===== config.mk =====
export PLATFORM = sky130hd
export DESIGN_NAME = dbg_reg_chain
export DESIGN_NICKNAME = d
export VERILOG_FILES = /design/src/rtl/dbg_chain_pkg.sv /design/src/rtl/dbg_chain_ctrl.sv /design/src/rtl/dbg_chain_dp.sv /design/src/rtl/dbg_reg_chain.sv
export SDC_FILE = /design/constraint.sdc
export NUM_CORES = 1
export LEC_CHECK = 0
export BUFFER_PORTS_ARGS = -buffer_cell sky130_fd_sc_hd__buf_2
export CAP_MARGIN = 15
export CORE_MARGIN = 4
export CORE_UTILIZATION = 55
export DETAILED_ROUTE_END_ITERATION = 12
export PLACE_DENSITY_LB_ADDON = 0.25
export SLEW_MARGIN = 20
export SYNTH_ARGS = -nofsm -noshare
export SYNTH_HDL_FRONTEND = slang
export SYNTH_HIERARCHICAL = 1
export SYNTH_SLANG_ARGS = --single-unit

===== constraint.sdc =====
create_clock -name clk -period 3.03 [get_ports clk]
set_input_delay 0.1515 -clock clk [delete_from_list [all_inputs] [get_ports clk]]
set_output_delay 0.1515 -clock clk [all_outputs]
set_load 0.02 [all_outputs]

===== src/rtl/dbg_chain_pkg.sv =====
package dbg_chain_pkg;

  // Strobes passed from the control decode to the datapath
  typedef struct packed {
    logic active;   // chain currently selected
    logic capture;  // load held read value into the chain
    logic shift;    // move chain one bit toward TDO
    logic write;    // commit data field to addressed register
    logic read;     // latch addressed register for next capture
  } chainStrobes_t;

endpackage


===== src/rtl/dbg_chain_ctrl.sv =====
module dbg_chain_ctrl
  import dbg_chain_pkg::*;
#(
  parameter int SEL_W    = 4,
  parameter int CHAIN_ID = 2
) (
  input  logic [SEL_W-1:0] chainSel,
  input  logic             tapCapture,
  input  logic             tapShift,
  input  logic             tapUpdate,
  input  logic             rwBit,
  output chainStrobes_t    strobes
);

  logic isSelected;

  assign isSelected = (chainSel == SEL_W'(CHAIN_ID));

  always_comb begin
    strobes.active  = isSelected;
    strobes.capture = isSelected && tapCapture;
    strobes.shift   = isSelected && tapShift;
    strobes.write   = isSelected && tapUpdate && rwBit;
    strobes.read    = isSelected && tapUpdate && !rwBit;
  end

endmodule


===== src/rtl/dbg_chain_dp.sv =====
module dbg_chain_dp
  import dbg_chain_pkg::*;
#(
  parameter int DATA_W   = 32,
  parameter int ADDR_W   = 5,
  parameter int NUM_REGS = 8,
  localparam int CHAIN_LEN = DATA_W + ADDR_W + 1
) (
  input  logic                       clk,
  input  logic                       rstN,
  input  chainStrobes_t              strobes,
  input  logic                       tdi,
  output logic                       tdo,
  output logic                       rwBit,
  output logic [CHAIN_LEN-1:0]       chainBits,
  output logic [NUM_REGS*DATA_W-1:0] regBank
);

  logic [CHAIN_LEN-1:0]               shiftReg;
  logic [DATA_W-1:0]                  heldRead;
  logic [NUM_REGS-1:0][DATA_W-1:0]    bank;
  logic [NUM_REGS-1:0]                hitVec;
  logic [DATA_W-1:0]                  readVal;
  logic [DATA_W-1:0]                  fieldData;
  logic [ADDR_W-1:0]                  fieldAddr;

  assign fieldData = shiftReg[DATA_W-1:0];
  assign fieldAddr = shiftReg[DATA_W +: ADDR_W];
  assign rwBit     = shiftReg[CHAIN_LEN-1];
  assign chainBits = shiftReg;
  assign tdo       = strobes.active ? shiftReg[0] : 1'b0;

  // One address comparator per implemented register
  for (genvar g = 0; g < NUM_REGS; g++) begin : gAddrDec
    assign hitVec[g] = (fieldAddr == ADDR_W'(g));
    assign regBank[g*DATA_W +: DATA_W] = bank[g];
  end

  // Unmatched addresses fall through to zero
  always_comb begin
    readVal = '0;
    for (int i = 0; i < NUM_REGS; i++) begin
      if (hitVec[i]) readVal = bank[i];
    end
  end

  always_ff @(posedge clk or negedge rstN) begin
    if (!rstN) begin
      shiftReg <= '0;
    end else if (strobes.capture) begin
      shiftReg <= {{(ADDR_W + 1){1'b0}}, heldRead};
    end else if (strobes.shift) begin
      shiftReg <= {tdi, shiftReg[CHAIN_LEN-1:1]};
    end
  end

  always_ff @(posedge clk or negedge rstN) begin
    if (!rstN) begin
      heldRead <= '0;
    end else if (strobes.read) begin
      heldRead <= readVal;
    end
  end

  always_ff @(posedge clk or negedge rstN) begin
    if (!rstN) begin
      bank <= '0;
    end else if (strobes.write) begin
      for (int i = 0; i < NUM_REGS; i++) begin
        if (hitVec[i]) bank[i] <= fieldData;
      end
    end
  end

endmodule


===== src/rtl/dbg_reg_chain.sv =====
module dbg_reg_chain
  import dbg_chain_pkg::*;
#(
  parameter int DATA_W   = 32,
  parameter int ADDR_W   = 5,
  parameter int NUM_REGS = 8,
  parameter int SEL_W    = 4,
  parameter int CHAIN_ID = 2
) (
  input  logic                       clk,
  input  logic                       rstN,
  input  logic [SEL_W-1:0]           chainSel,
  input  logic                       tapCapture,
  input  logic                       tapShift,
  input  logic                       tapUpdate,
  input  logic                       tdi,
  output logic                       tdo,
  output logic [NUM_REGS*DATA_W-1:0] regBank
);

  localparam int CHAIN_LEN = DATA_W + ADDR_W + 1;

  chainStrobes_t        strobes;
  logic                 rwBit;
  logic [CHAIN_LEN-1:0] chainBits;

  dbg_chain_ctrl #(
    .SEL_W    (SEL_W),
    .CHAIN_ID (CHAIN_ID)
  ) u_ctrl (
    .chainSel   (chainSel),
    .tapCapture (tapCapture),
    .tapShift   (tapShift),
    .tapUpdate  (tapUpdate),
    .rwBit      (rwBit),
    .strobes    (strobes)
  );

  dbg_chain_dp #(
    .DATA_W   (DATA_W),
    .ADDR_W   (ADDR_W),
    .NUM_REGS (NUM_REGS)
  ) u_dp (
    .clk       (clk),
    .rstN      (rstN),
    .strobes   (strobes),
    .tdi       (tdi),
    .tdo       (tdo),
    .rwBit     (rwBit),
    .chainBits (chainBits),
    .regBank   (regBank)
  );

endmodule


==> flow_summary_export.csv, run 1 <==
group,metric,value,unit
detailed_routing,vias,10700,
detailed_routing,drt_iter0_markers,775,
worst_setup_path,arrival,2.86,ns
cells_and_area,post-route-cell-area,0.0174,mm2
clock_tree,cts_tree,"yes",
worst_setup_path,cpPeakStageDelay,0.72,ns
pwr,p_leak,9.00,nW
yosys,ys_warn_count,6,
die,core-area,0.0261,mm2
detailed_routing,wl,42.5,mm
yosys,syn_inst,1128,
detailed_routing,ant_nets,0,
die,die_area,0.0293,mm2
global_route,antenna_found_initial,0,
worst_hold_path,hp-class,"input port to async pin",
global_route,grt_pass1_wl,64.6,mm
clock_tree,root_buffer,"clkbuf_16",
timing,worst_pin_slew,0.905,ns
yosys,synth_fp_nets,1138,
worst_setup_path,crit_type,"flop to flop",
timing,rsz0062_at_grt,"no",
timing,skew,0.0265,ns
clock_tree,cts_max_level,2,
clock_tree,clkLatencyLatePin,0.52,ns
cells_and_area,postLayoutCoreUtil,66.6,%
yosys,avgSynthCellArea,13.0,um2
worst_setup_path,start_kind,"flop",
global_route,grt_pass1_vias,11000,
pwr,share_comb_of_total_power,7.4,%
timing,max_slew_margin,39.7,%
placement,place_hpwl,27.6,mm
clock_tree,cts_max_path_buffers,3,
detailed_routing,wire_per_inst,24.9,um
pwr,power.total,9.88,mW
detailed_routing,post-route-drc-count,0,
placement,placedCellCount,1649,
yosys,syn_area,0.0146,mm2
die,die_x,171,um
cells_and_area,finalNetCount,1363,
job,maxCapViolations,0,
worst_setup_path,crit_slowest_cell,"or2_2",
pwr,ir_drop,423,uV
detailed_routing,routed-wl-met3,3.27,mm
detailed_routing,wl_met1,17.7,mm
placement,portBuffers,266,
pwr,p_per_area,568,mW/mm2
cells_and_area,fin_cells,1709,
cells_and_area,drive_above_1_share,46.9,%
clock_tree,path_clk_slew,0.06,ns
placement,place_area,0.0163,mm2
worst_setup_path,cp_max_fo,32,
clock_tree,cts_made_buffers,35,
global_route,gr-total-overflow,0,
cells_and_area,fill_cells,1984,
clock_tree,cts_num_sinks,326,
timing,fin_tns_setup,0,ns
detailed_routing,via_per_inst,6.27,
timing,min_period_over_period,82.3,%
pwr,seqPwrFrac,51.3,%
timing,fin_ws,0.535,ns
die,rows,59,
pwr,swShare,26.5,%
detailed_routing,route.met2.wl,20.1,mm
cells_and_area,syn_to_final_growth,19.0,%
cells_and_area,diodes,0,
placement,gp_congestion,0.804,
clock_tree,post_cts_resized,0,
die,ios,267,
detailed_routing,first_pass_iters,7,
worst_setup_path,crit_chain,"nand3_1, or2_2, o221ai_1, o22ai_1",
worst_setup_path,crit_buf_inv,0,
pwr,clkPwrFrac,41.2,%
worst_setup_path,critPathTopFamily,"simple AND/OR/NAND/NOR gates",
placement,place_ws,0.627,ns
timing,finalHoldViolCount,0,
timing,setup_viol,0,
timing,maxSlewViolCount,0,
global_route,grt_max_degree,108,
timing,hold_ws,0.271,ns
outcome,status,"complete, no violations",
detailed_routing,dr.max_layer_used,"met4",
global_route,track_usage,28.4,%
die,die_y,171,um
worst_setup_path,worstPathRequired,3.39,ns
timing,fin_crit,2.49,ns
pwr,p_int,7.27,mW
timing,fmax,0.401,GHz
pwr,power.switching,2.61,mW
worst_setup_path,critPathCaptureType,"flop",
die,start_util,56.0,%
placed cells by master (no fill, tap or decap), types with 2 or more instances in the layout:
| master | n |
|---|---|
| buf_4 | 40 |
| buf_12 | 3 |
| nor3_1 | 7 |
| a21oi_1 | 51 |
| mux4_2 | 7 |
| clkinv_2 | 4 |
| mux2_4 | 30 |
| nor2b_4 | 2 |
| and2_2 | 2 |
| nor2_4 | 2 |
| mux2_2 | 232 |
| o22ai_1 | 38 |
| o2bb2ai_1 | 6 |
| dfrtp_1 | 325 |
| or2_2 | 3 |
| clkbuf_8 | 6 |
| nand2_2 | 3 |
| mux2i_1 | 38 |
| nand2b_1 | 26 |
| a211o_1 | 6 |
| nand2_1 | 34 |
| a221oi_1 | 26 |
| clkbuf_16 | 35 |
| and3_1 | 2 |
| nor2_1 | 35 |
| o32a_1 | 24 |
| nand3b_1 | 4 |
| buf_2 | 265 |
| clkbuf_1 | 9 |
| nand4_1 | 2 |
| o21ai_0 | 36 |
| o32ai_1 | 24 |
| o221ai_1 | 25 |
| clkinv_8 | 2 |
| dlygate4sd3_1 | 2 |
power groups by stage:
stage	Sequential (mW)	Clock, mW	Combinational [mW]
5_1_grt	5.13	4.30	0.803
3_3_place_gp	5.13	0	0.700
4_1_cts	5.07	4.12	0.735
6_report	5.07	4.07	0.735
2_1_floorplan	4.81	0	0.670
3_5_place_dp	5.14	0	0.727
path summary, 6_finish.rpt:
| check | from | end | slack (ns) | cells after the start |
|---|---|---|---|---|
| max | u_dp/chainBits[32]$_DFFE_PN0P_ | u_dp/heldRead[29]$_DFFE_PN0P_ | 0.54 | 4 |
| min | rstN | u_dp/regBank[156]$_DFFE_PN0P_ | 0.27 | 2 |
| max reg2reg | u_dp/chainBits[32]$_DFFE_PN0P_ | u_dp/heldRead[29]$_DFFE_PN0P_ | 0.54 | 4 |
| min reg2reg | u_dp/heldRead[21]$_DFFE_PN0P_ | u_dp/chainBits[21]$_DFFE_PN0P_ | 0.48 | 2 |
| max in group asynchronous | rstN | u_dp/regBank[206]$_DFFE_PN0P_ | 1.74 | 3 |
| min in group clk | tapCapture | u_dp/chainBits[21]$_DFFE_PN0P_ | 0.28 | 4 |
worst reg2reg max path: cells and delay by family, from the launching register on:
kind | cells | cell delay (ns)
AOI/OAI and AO/OA | 2 | 0.50
DFF | 1 | 0.67
and+or+nand+nor | 2 | 1.17
flip-flops by register name, indices dropped and copies added, names as in the netlist:
| register | count |
|---|---|
| u_dp/regBank | 256 |
| u_dp/chainBits | 38 |
| u_dp/heldRead | 32 |
layer usage:
layer | global-route usage (%) | up-vias
li1 | - | 4672
met1 | 38.8 | 5491
met2 | 45.3 | 452
met3 | 6.17 | 94
met4 | 10.2 | 0
met5 | 0 | -
final cells by class:
cell class	count	area (um2)	area share (%)
repair buffers	311	1720	9.89
well taps	335	419	2.41
clock inverters	8	91.3	0.525
inverters	1	3.75	0.0216
clock buffers	50	992	5.70
multi-input cells	678	6020	34.6
flip-flops and latches	326	8160	46.9
timing repair:
action                                 in CTS  in global routing
buffers inserted                            0                  0
hold buffers                                2                  0
endpoints found under the hold margin      86                  0
Note: power is estimated with default switching activity, not from simulation.
==> run 2: changes to the inputs <==
Clock period 3.03 ns to 2.6 ns, I/O delays scaled along.
==> flow_summary_export.csv, run 2 (synthesized netlist as in run 1, its figures left out) <==
group,metric,value,unit
outcome,status,"complete, no violations",
timing,fin_ws,0.247,ns
detailed_routing,ant_nets,0,
clock_tree,clkLatencyLatePin,0.52,ns
cells_and_area,drive_above_1_share,47.2,%
detailed_routing,via_per_inst,6.31,
pwr,seqPwrFrac,50.6,%
worst_setup_path,cp.depth,6,
clock_tree,cts_tree,"yes",
worst_hold_path,hp-class,"input port to flop",
clock_tree,root_buffer,"clkbuf_16",
worst_setup_path,worstReg2RegStart,"u_dp/chainBits[36]$_DFFE_PN0P_",
detailed_routing,dr.max_layer_used,"met4",
die,core-area,0.0261,mm2
detailed_routing,drt_iter0_markers,868,
clock_tree,cts_max_path_buffers,3,
worst_setup_path,crit_top_cell,"buf_4",
worst_setup_path,critical_path.startpoint,"u_dp/chainBits[36]$_DFFE_PN0P_",
worst_setup_path,crit_type,"flop to flop",
timing,skew,0.0140,ns
worst_setup_path,endpoint,"u_dp/regBank[139]$_DFFE_PN0P_",
timing,max_slew_margin,40.1,%
pwr,share_comb_of_total_power,7.6,%
timing,maxSlewViolCount,0,
cells_and_area,syn_to_final_growth,19.9,%
detailed_routing,post-route-drc-count,0,
die,die_y,171,um
clock_tree,path_clk_slew,0.06,ns
pwr,power.total,11.6,mW
global_route,track_usage,29.1,%
worst_setup_path,arrival,2.75,ns
timing,fin_tns_setup,0,ns
detailed_routing,vias,10800,
detailed_routing,routed-wl-met3,3.22,mm
worst_setup_path,crit_chain,"or2_2, buf_4, nor3b_1, nand3b_1, buf_4, mux2_2",
global_route,grt_pass1_vias,11100,
worst_setup_path,cpPeakStageDelay,0.43,ns
worst_setup_path,crit_buf_inv,2,
placement,portBuffers,266,
global_route,grt_pass1_wl,66.2,mm
pwr,p_per_area,664,mW/mm2
die,ios,267,
cells_and_area,final_cell_mix,"dfrtp_1 (325), buf_2 (265), mux2_2 (232)",
die,die_area,0.0293,mm2
worst_setup_path,cp_max_fo,24,
placement,gp_congestion,0.821,
worst_setup_path,reg2regPathDepth,6,
global_route,grt_max_degree,87,
placement,placedCellCount,1656,
worst_setup_path,regToRegEndpoint,"u_dp/regBank[139]$_DFFE_PN0P_",
worst_setup_path,critPathCaptureType,"flop",
detailed_routing,wire_per_inst,25.1,um
worst_setup_path,critPathTopFamily,"simple AND/OR/NAND/NOR gates",
pwr,swShare,26.2,%
clock_tree,cts_num_sinks,326,
detailed_routing,wl_met1,18.0,mm
pwr,p_leak,9.06,nW
pwr,clkPwrFrac,41.8,%
die,start_util,56.0,%
global_route,gr-total-overflow,0,
die,rows,59,
job,maxCapViolations,0,
die,die_x,171,um
worst_setup_path,crit_slowest_cell,"nor3b_1",
pwr,power.switching,3.05,mW
detailed_routing,wl,43.0,mm
detailed_routing,first_pass_iters,6,
cells_and_area,finalNetCount,1370,
pwr,ir_drop,453,uV
cells_and_area,postLayoutCoreUtil,67.1,%
pwr,p_int,8.60,mW
worst_setup_path,start_kind,"flop",
worst_setup_path,worstPathRequired,2.99,ns
timing,min_period_over_period,90.5,%
timing,fmax,0.425,GHz
timing,rsz0062_at_grt,"no",
timing,finalHoldViolCount,0,
cells_and_area,final_common_cell,"dfrtp_1",
placement,place_ws,0.305,ns
clock_tree,postCtsHoldBufs,2,
placement,place_hpwl,28.0,mm
timing,setup_viol,0,
cells_and_area,largest_reg_flops,256,
clock_tree,cts_setup_buffers,0,
timing,worst_pin_slew,0.897,ns
worst_hold_path,hold_start,"tapUpdate",
worst_setup_path,r2r_slack,0.25,ns
timing,fin_crit,2.35,ns
clock_tree,cts_made_buffers,35,
clock_tree,post_cts_resized,0,
global_route,antenna_found_initial,0,
cells_and_area,fin_cells,1718,
clock_tree,cts_max_level,2,
detailed_routing,route.met2.wl,20.5,mm
cells_and_area,diodes,0,
[run 2: changes by cell type in the layout (fill, tap and decap cells not counted)]
cell,delta
buf_12,+4
buf_4,+3
bufinv_16,+1
clkbuf_1,+1
clkinv_4,-1
clkinvlp_4,+1
[run 2: power groups by stage]
stage | registers [mW] | logic, mW | clock network [mW]
floorplan | 5.60 | 0.780 | 0
global placement | 5.97 | 0.846 | 0
detailed placement | 5.99 | 0.872 | 0
CTS | 5.89 | 0.883 | 4.95
global route | 5.96 | 0.970 | 5.15
finish | 5.89 | 0.882 | 4.87
[run 2: worst min path at each step]
stage | end | slack (ns) | depth (start not counted)
after global routing | u_dp/heldRead[16]$_DFFE_PN0P_ | 0.22 | 4
final | u_dp/heldRead[16]$_DFFE_PN0P_ | 0.21 | 4
after detailed placement | u_dp/regBank[93]$_DFFE_PN0P_ | 0.20 | 1
after CTS | u_dp/heldRead[16]$_DFFE_PN0P_ | 0.19 | 4
after floorplan | u_dp/chainBits[0]$_DFFE_PN0P_ | -0.17 | 0
after global placement | u_dp/regBank[164]$_DFFE_PN0P_ | 0.21 | 1
[run 2: per-stage QoR]
stage / hold WS [ns] / instance area [um2]
finish: 0.213 / 17500
global placement: 0.206 / 16400
detailed placement: 0.205 / 16400
floorplan: -0.166 / 14600
CTS: 0.193 / 17500
global route: 0.223 / 17500
[run 2: metal layers]
metal	GRT usage (%)	vias to the layer above
li1	-	4666
met1	40.4	5620
met2	46.2	461
met3	6.03	86
met4	9.68	0
met5	0	-
[run 2: cell type report]
cell class	count	area, um2
Clock buffer	51	996
Clock inverter	9	120
Sequential cell	326	8160
Tap cell	335	419
Timing Repair Buffer	318	1820
Inverter	1	3.75
Multi-Input combinational cell	678	6020
Fill cell	1997	8590
[run 2: worst register-to-register path: stages, from the launching register on]
cell      delay, ns
dfrtp_1        0.41
or2_2          0.36
buf_4          0.27
nor3b_1        0.44
nand3b_1       0.17
buf_4          0.27
mux2_2         0.31
